### src/rtl/lp_clk_pkg.sv
package lp_clk_pkg;
  typedef enum logic [2:0] {
    ST_RUN   = 3'd0,
    ST_HALT  = 3'd1,
    ST_IDLE  = 3'd2,
    ST_STBY  = 3'd3,
    ST_RECOV = 3'd4,
    ST_BUS   = 3'd5
  } lp_state_t;

  typedef enum logic [1:0] {
    LP_NONE  = 2'b00,
    LP_IDLE  = 2'b01,
    LP_STBY  = 2'b10,
    LP_QUICK = 2'b11
  } lp_sel_t;

  typedef struct packed {
    logic    div1;
    lp_sel_t sel;
    logic    bus_ext;
    logic    drv_clk;
    logic    drv_ctl;
    logic    drv_ad;
  } lp_cfg_t;
endpackage

### src/rtl/lp_ctl_reg.sv
module lp_ctl_reg
  import lp_clk_pkg::*;
#(
  parameter int DW = 8
) (
  input  logic          clk,
  input  logic          rst,
  input  logic          we,
  input  logic [DW-1:0] wdata,
  output logic [DW-1:0] rdata,
  output lp_cfg_t       cfg
);
  localparam logic [DW-1:0] RSVD_MASK = DW'(8'hFB);
  logic [DW-1:0] q;

  always_ff @(posedge clk) begin
    if (rst) q <= '0;
    else if (we) q <= wdata & RSVD_MASK;
  end

  assign rdata       = q;
  assign cfg.div1    = q[7];
  assign cfg.sel     = lp_sel_t'({q[6], q[3]});
  assign cfg.bus_ext = q[5];
  assign cfg.drv_clk = q[4];
  assign cfg.drv_ctl = q[1];
  assign cfg.drv_ad  = q[0];
endmodule

### src/rtl/lp_clk_div.sv
module lp_clk_div (
  input  logic clk,
  input  logic rst,
  input  logic run,
  input  logic div1,
  output logic en
);
  logic tog;

  always_ff @(posedge clk) begin
    if (rst || !run) tog <= 1'b0;
    else             tog <= ~tog;
  end

  assign en = run && (div1 || !tog);
endmodule

### src/rtl/lp_recov_timer.sv
module lp_recov_timer #(
  parameter int CW = 17
) (
  input  logic          clk,
  input  logic          rst,
  input  logic          load,
  input  logic [CW-1:0] load_val,
  output logic          done
);
  logic [CW-1:0] cnt;

  always_ff @(posedge clk) begin
    if (rst)               cnt <= '0;
    else if (load)         cnt <= load_val;
    else if (cnt != '0)    cnt <= cnt - 1'b1;
  end

  assign done = (cnt == '0);
endmodule

### src/rtl/lp_clk_ctrl.sv
module lp_clk_ctrl
  import lp_clk_pkg::*;
#(
  parameter int QUICK_CYC = 64,
  parameter int STBY_CYC  = 131072
) (
  input  logic       clk,
  input  logic       rst,
  input  logic       reg_we,
  input  logic [7:0] reg_wdata,
  output logic [7:0] reg_rdata,
  input  logic       sleep_stb,
  input  logic       io_stop,
  input  logic       wake_irq,
  input  logic       busreq,
  output logic       core_clk_en,
  output logic       clkout_en,
  output logic       osc_run,
  output logic       busack_ok,
  output logic       sts_halt,
  output logic       sts_idle,
  output logic       sts_stby
);
  localparam int MAXC = (STBY_CYC > QUICK_CYC) ? STBY_CYC : QUICK_CYC;
  localparam int CW   = $clog2(MAXC);

  lp_cfg_t   cfg;
  lp_state_t st, st_n;
  logic      wk_q, wk_n;
  logic      t_load, t_done, running;
  logic [CW-1:0] t_val;

  lp_ctl_reg #(.DW(8)) u_reg (
    .clk(clk), .rst(rst), .we(reg_we), .wdata(reg_wdata),
    .rdata(reg_rdata), .cfg(cfg)
  );

  assign t_val = (cfg.sel == LP_QUICK) ? CW'(QUICK_CYC - 1) : CW'(STBY_CYC - 1);

  lp_recov_timer #(.CW(CW)) u_tmr (
    .clk(clk), .rst(rst), .load(t_load), .load_val(t_val), .done(t_done)
  );

  assign running = (st == ST_RUN) || (st == ST_HALT);

  lp_clk_div u_div (
    .clk(clk), .rst(rst), .run(running), .div1(cfg.div1), .en(core_clk_en)
  );

  always_comb begin
    st_n   = st;
    wk_n   = wk_q;
    t_load = 1'b0;
    unique case (st)
      ST_RUN: if (sleep_stb) begin
        if (io_stop && cfg.sel == LP_IDLE)       st_n = ST_IDLE;
        else if (io_stop && cfg.sel[1])          st_n = ST_STBY;
        else                                     st_n = ST_HALT;
      end
      ST_HALT, ST_IDLE: if (wake_irq) st_n = ST_RUN;
      ST_STBY: if (wake_irq || (busreq && cfg.bus_ext)) begin
        st_n   = ST_RECOV;
        wk_n   = wake_irq;
        t_load = 1'b1;
      end
      ST_RECOV: begin
        if (wake_irq) wk_n = 1'b1;
        if (t_done) begin
          if (wk_q || wake_irq)          st_n = ST_RUN;
          else if (busreq && cfg.bus_ext) st_n = ST_BUS;
          else                            st_n = ST_STBY;
          wk_n = 1'b0;
        end
      end
      ST_BUS: if (!busreq) st_n = ST_STBY;
      default: st_n = ST_RUN;
    endcase
  end

  always_ff @(posedge clk) begin
    if (rst) begin
      st   <= ST_RUN;
      wk_q <= 1'b0;
    end else begin
      st   <= st_n;
      wk_q <= wk_n;
    end
  end

  assign clkout_en = running;
  assign osc_run   = (st != ST_STBY);
  assign busack_ok = (st == ST_BUS);
  assign sts_halt  = (st == ST_HALT);
  assign sts_idle  = (st == ST_IDLE);
  assign sts_stby  = (st == ST_STBY);
endmodule

### config.mk
export PLATFORM = sky130hd
export DESIGN_NAME = lp_clk_ctrl
export DESIGN_NICKNAME = d
export VERILOG_FILES = /design/src/rtl/lp_clk_pkg.sv /design/src/rtl/lp_ctl_reg.sv /design/src/rtl/lp_clk_div.sv /design/src/rtl/lp_recov_timer.sv /design/src/rtl/lp_clk_ctrl.sv
export SDC_FILE = /design/constraint.sdc
export NUM_CORES = 1
export LEC_CHECK = 0
export ABC_AREA = 1
export CORE_MARGIN = 2
export CORE_UTILIZATION = 47
export DETAILED_ROUTE_END_ITERATION = 6
export GPL_ROUTABILITY_DRIVEN = 0
export GPL_TIMING_DRIVEN = 1
export PLACE_DENSITY = 0.78
export SLEW_MARGIN = 0
export SYNTH_ARGS = -nofsm -noshare
export SYNTH_HDL_FRONTEND = slang
export SYNTH_SLANG_ARGS = --single-unit
### constraint.sdc
create_clock -name clk -period 1.6 [get_ports clk]
set_input_delay 0.16 -clock clk [delete_from_list [all_inputs] [get_ports clk]]
set_output_delay 0.16 -clock clk [all_outputs]
set_load 0.05 [all_outputs]
# After elaboration in Yosys (flattened, before gate mapping)
# Index checks and enable logic that the tools add are counted.
dict set report word_totals {
  input_bits 15
  output_inout_bits 15
  regBits 29
  elab_cells 59
}
dict set report op_classes {
  n_reduce_logical 19
  n_eq_ne 14
  bitwise_logic 1
  addsub 1
  n_mux 19
}
# cell count
set op_table {}
lappend op_table {{$mux W17} 3}
lappend op_table {{$mux W3} 7}
lappend op_table {{$logic_not A17 Y1} 1}
lappend op_table {{$reduce_bool A17 Y1} 1}
lappend op_table {{$sub A17 B1 Y17 const B} 1}
lappend op_table {{$pmux W3 S5} 1}
lappend op_table {{$ne A2 B2 Y1 const B} 4}
lappend op_table {{$eq A3 B2 Y1 const B} 2}
lappend op_table {{$eq A3 B3 Y1 const B} 2}
lappend op_table {{$logic_or A1 B1 Y1} 5}
lappend op_table {{$mux W1} 5}
lappend op_table {{$reduce_and A5 Y1} 1}
lappend op_table {{$logic_and A1 B1 Y1} 4}
lappend op_table {{$mux W2} 2}
lappend op_table {{$reduce_bool A2 Y1} 2}
lappend op_table {{$eq A3 B1 Y1 const B} 1}
lappend op_table {{$logic_not A3 Y1} 1}
lappend op_table {{$ne A3 B2 Y1 const B} 1}
lappend op_table {{$ne A3 B3 Y1 const B} 1}
lappend op_table {{$reduce_and A3 Y1} 1}
lappend op_table {{$eq A2 B1 Y1 const B} 1}
lappend op_table {{$eq A2 B2 Y1 const B} 1}
lappend op_table {{$logic_not A1 Y1} 2}
lappend op_table {{$ne A2 B1 Y1 const B} 1}
lappend op_table {{other kinds (3)} 3}

# Logic depth before layout (Yosys ltp)
dict set report depth {
  depth_word 5
  depth_mapped 11
  mapped_depth_nobuf 11
}

# Hierarchy
# A second synthesis with hierarchy kept.
dict set report unflattened {
  hier_cells 318
  area_unflattened_um2 1975.6
}
# mod seq_area_each_um2 cells_each n_inst area_each_um2
set by_module_without_submodules {}
lappend by_module_without_submodules {lp_recov_timer 340.3 188 1 1177.4}
lappend by_module_without_submodules {lp_clk_ctrl 80.1 70 1 397.9}
lappend by_module_without_submodules {lp_ctl_reg 140.1 53 1 350.3}
lappend by_module_without_submodules {lp_clk_div 20.0 7 1 50.0}

# Worst setup path before layout
# OpenSTA, ideal clock, no wires.
dict set report synth_timing {
  kind {register to output}
  startpoint {register st[0]}
  endpoint {output port core_clk_en}
  path_stages_with_launch 6
  t_arrival_ps 1860
  setup_slack_ps -420
  cell_sequence {dfxtp_1 > nor2_1 > nand2_1 > nand2_1 > inv_1 > a21oi_1}
}
dict set report synth_between {
  elab_chain_len 3
  word_cells_on_any_way 4
  cone_classes {eq/ne (1); reduce/logical (3)}
}
# item line_no
set synth_lines {}
lappend synth_lines {{from (decl)} lp_clk_ctrl.sv:28} ;# lp_state_t st, st_n;
lappend synth_lines {{from (signal assigned)} lp_clk_ctrl.sv:85} ;# st <= st_n;
lappend synth_lines {{$eq A3 B1 Y1 / $logic_not A3 Y1 (equally long branches)} lp_clk_ctrl.sv:44} ;# assign running = (st == ST_RUN) || (st == ST_HALT);
lappend synth_lines {{$logic_or A1 B1 Y1 (*)} lp_clk_ctrl.sv:44}
lappend synth_lines {{named net clkout_en} lp_clk_ctrl.sv:17} ;# output logic clkout_en,
lappend synth_lines {{$logic_and A1 B1 Y1 (*)} lp_clk_div.sv:15} ;# assign en = run && (div1 || !tog);
lappend synth_lines {{to (decl)} lp_clk_ctrl.sv:16} ;# output logic core_clk_en,
# Mark *: on every way through the listed nets, which the timed path passes. The rest lies on a longest branch.

# Worst setup path in the final report
dict set report layout_timing {
  startpoint {register st[0]}
  endpoint {output port core_clk_en}
}
dict set report layout_between {
  elab_chain_len 3
  word_cells_on_any_way 4
  cone_classes {eq/ne (1); reduce/logical (3)}
}
# item line_no
set layout_lines {}
lappend layout_lines {{$eq A3 B1 Y1 / $logic_not A3 Y1 (equally long branches)} lp_clk_ctrl.sv:44}
lappend layout_lines {{$logic_or A1 B1 Y1 (*)} lp_clk_ctrl.sv:44}
lappend layout_lines {{$logic_and A1 B1 Y1 (*)} lp_clk_div.sv:15}
# Mark *: on every way between the ends. The rest lies on a longest branch, timed or not.

==> flow_summary.toml <==
[critical_path]
cp-endpoint = "core_clk_en"
startpoint = "st[0]"
cp_max_fo = 6
worstRegToRegCells = 11
cp.arrival_ns = 1.40
crit_path_start_kind = "flip-flop"
rr_startpoint = "st[0]"
cp.required_ns = 1.44
rr_endpoint = "wk_q"
rrSetupSlack_ns = 0.11
critPathKind = "flip-flop to output pin"
cp-end-kind = "output pin"

[cts]
clock_sinks = 29
htreeDepth = 2
clk_pin_slew_worst_paths_ns = 0.09
cts-buffers-inserted = 5
clockBufferDepth = 2
tritoncts = "done"
clock_latency_ns = 0.34
root_buffer = "clkbuf_4"

[synth]
synthCells = 257
synth.avg_cell_area_um2 = 6.37
synth_area_um2 = 1640
synth_area_leaders = "dfxtp_1 (35%), nor2_1 (15%), nand2_1 (13%), a21oi_1 (6.4%), inv_1 (5.5%)"
synth_fp_nets = 273
synth-seq-cells = 29
ys_seq_area_share_pct = 35.5
ys.flop_type = "dfxtp_1"
synthTopCellsByCount = "nor2_1 (65), nand2_1 (57), dfxtp_1 (29)"
ys_types = 31
yosysMostFrequentCell = "nor2_1"
ys_warn_count = 0
synth_edf_count = 0
synth.top_cell.area_share_pct = 35.5
synth-async-reset-ratio_pct = 0
synth.largest_area_cell = "dfxtp_1"

[floorplanning]
die_area_um2 = 3970
rows = 21
die_x_um = 63.0
die-height_um = 63.0
initial_utilization_pct = 49.0
core_area_um2 = 3340
pin_count = 30

[pwr]
ir_worst_vdd_uv = 1410
power_per_cell_area_nw_per_um2 = 2160
p_leak_nw = 1.09

[routing]
vias_per_cell = 5.11
wl_per_cell_um = 10.9
ant_nets = 0
first_pass_iters = 4
routed_wl_mm = 3.82
num_vias = 1792
first_iter_violations = 86
drc = 0

[finish]
drive_gt1_share_pct = 22.6
seq_area_um2 = 584
final_cells = 351
area_growth_pct = 37.7
fill_cells = 310
fin_nets = 320
multi_input_area_um2 = 967
antennaDiodeCount = 0

[placement]
port_buffers = 27
dp.cells = 339
dp_hpwl_mm = 2.82

[timing]
fmaxAchievable_ghz = 0.640
rsz0062_at_grt = "yes"
clock_skew_ns = 0.00933
setup_viol = 0
fin_crit_ns = 1.56
hold_viol_final = 0
slew_violations = 0
holdWs_ns = 0.404
fin_crit_sh_pct = 97.6

[min_path]
min_path_type = "input pin to flip-flop"
min_from = "reg_wdata[5]"

[global_route]
grt_max_degree = 12
grt_usage_pct = 21.1
globalRouteOverflowTotal = 0
antenna_found_initial = 0
grt_pass1_vias = 1608
grt_pass1_wl_mm = 6.71

[flow_run]
cap_violations = 0

[status]
outcome = "completed"
## stage by stage
step                      power [mW]  instance area (um2)  util [%]  setup WS (ns)  TNS, ns
after CTS                       4.72                 2200      66.0        0.00726        0
after floorplan                 3.21                 1660         -         0.0390        0
final                           4.88                 2250      67.5         0.0378        0
after detailed placement        4.17                 2120      63.6        0.00760        0
after global placement          4.11                 2120      63.6         0.0681        0
after global routing            5.31                 2250      67.5        -0.0209  -0.0234
## registers in the layout, summed over array words and instances (netlist names)
signal       count
u_tmr.cnt       17
u_reg.rdata      7
st               3
u_div.tog        1
wk_q             1
## power by group
group | switching, mW | leakage (nW) | internal (mW) | total (mW)
clock network | 0.269 | 0.0320 | 0.167 | 0.436
registers | 0.219 | 0.240 | 0.962 | 1.18
logic | 1.87 | 0.819 | 1.39 | 3.26
total | 2.36 | 1.09 | 2.51 | 4.88
## worst min-delay path by stage
stage	endpoint	slack (ns)	cells after the start
finish	u_reg.rdata[5]	0.40	3
detailed placement	u_div.tog	0.48	1
global route	u_reg.rdata[6]	0.42	3
CTS	u_reg.rdata[4]	0.40	3
global placement	u_div.tog	0.47	1
floorplan	u_reg.rdata[0]	0.29	2
## cells by family after synthesis
kind of cell    Yosys count  share of synthesized area [%]
simple gates            149                           39.6
compound gates           40                           13.5
buf+inv                  34                           8.87
flops                    29                           35.5
xor+xnor                  3                           1.61
fa+ha+maj                 1                          0.764
other cells               1                          0.229
## critical path, stage by stage, from the launching register on
cell	delay [ns]
dfxtp_2	0.34
buf_6	0.13
nor2_4	0.13
nand2_4	0.07
nand2_4	0.08
inv_4	0.04
a21oi_4	0.12
buf_12	0.15
## layer usage
metal	vias up	share of wire, %	track usage, %
li1	909	-	-
met1	812	46	26.3
met2	63	46	32.6
met3	8	6.4	5.41
met4	0	2.3	12.5
met5	-	0	0
## placed cells by master (no fill, tap or decap)
cell type	instances
inv_1	22
nor3_1	1
nand3_1	10
nand2_1	54
inv_2	2
xor2_1	2
a31oi_1	1
a211oi_2	1
ha_1	1
inv_6	1
clkdlybuf4s50_1	13
nand4_1	2
o21ai_0	12
o21ai_2	1
a21oi_1	20
clkinv_1	2
xnor2_1	1
nor2_2	2
nand2_4	4
nand3b_1	3
o21ai_1	2
dfxtp_1	26
inv_4	2
buf_6	1
dfxtp_2	3
a21oi_4	1
conb_1	1
clkinv_2	2
nor2_1	62
clkbuf_1	1
a21oi_2	2
clkbuf_4	5
nand3_2	2
nor2_8	1
buf_12	8
nand2_2	4
nor2_4	4
buf_4	23
## what timing repair did
| action | in CTS | in global routing |
|---|---|---|
| endpoints found under the setup margin | 1 | 14 |
| hold buffers | 0 | 0 |
| pin swaps | 3 | 5 |
| gates resized for setup | 8 | 9 |
| setup buffers | 1 | 3 |
## cell type report
cell class	count	area share [%]
clock buffer	6	1.83
timing repair buffer	45	21.0
clock inverter	2	0.444
inverter	29	5.27
tap	46	2.55
multi-input combinational	194	42.9
sequential	29	25.9
(Power assumes the default switching activity.)
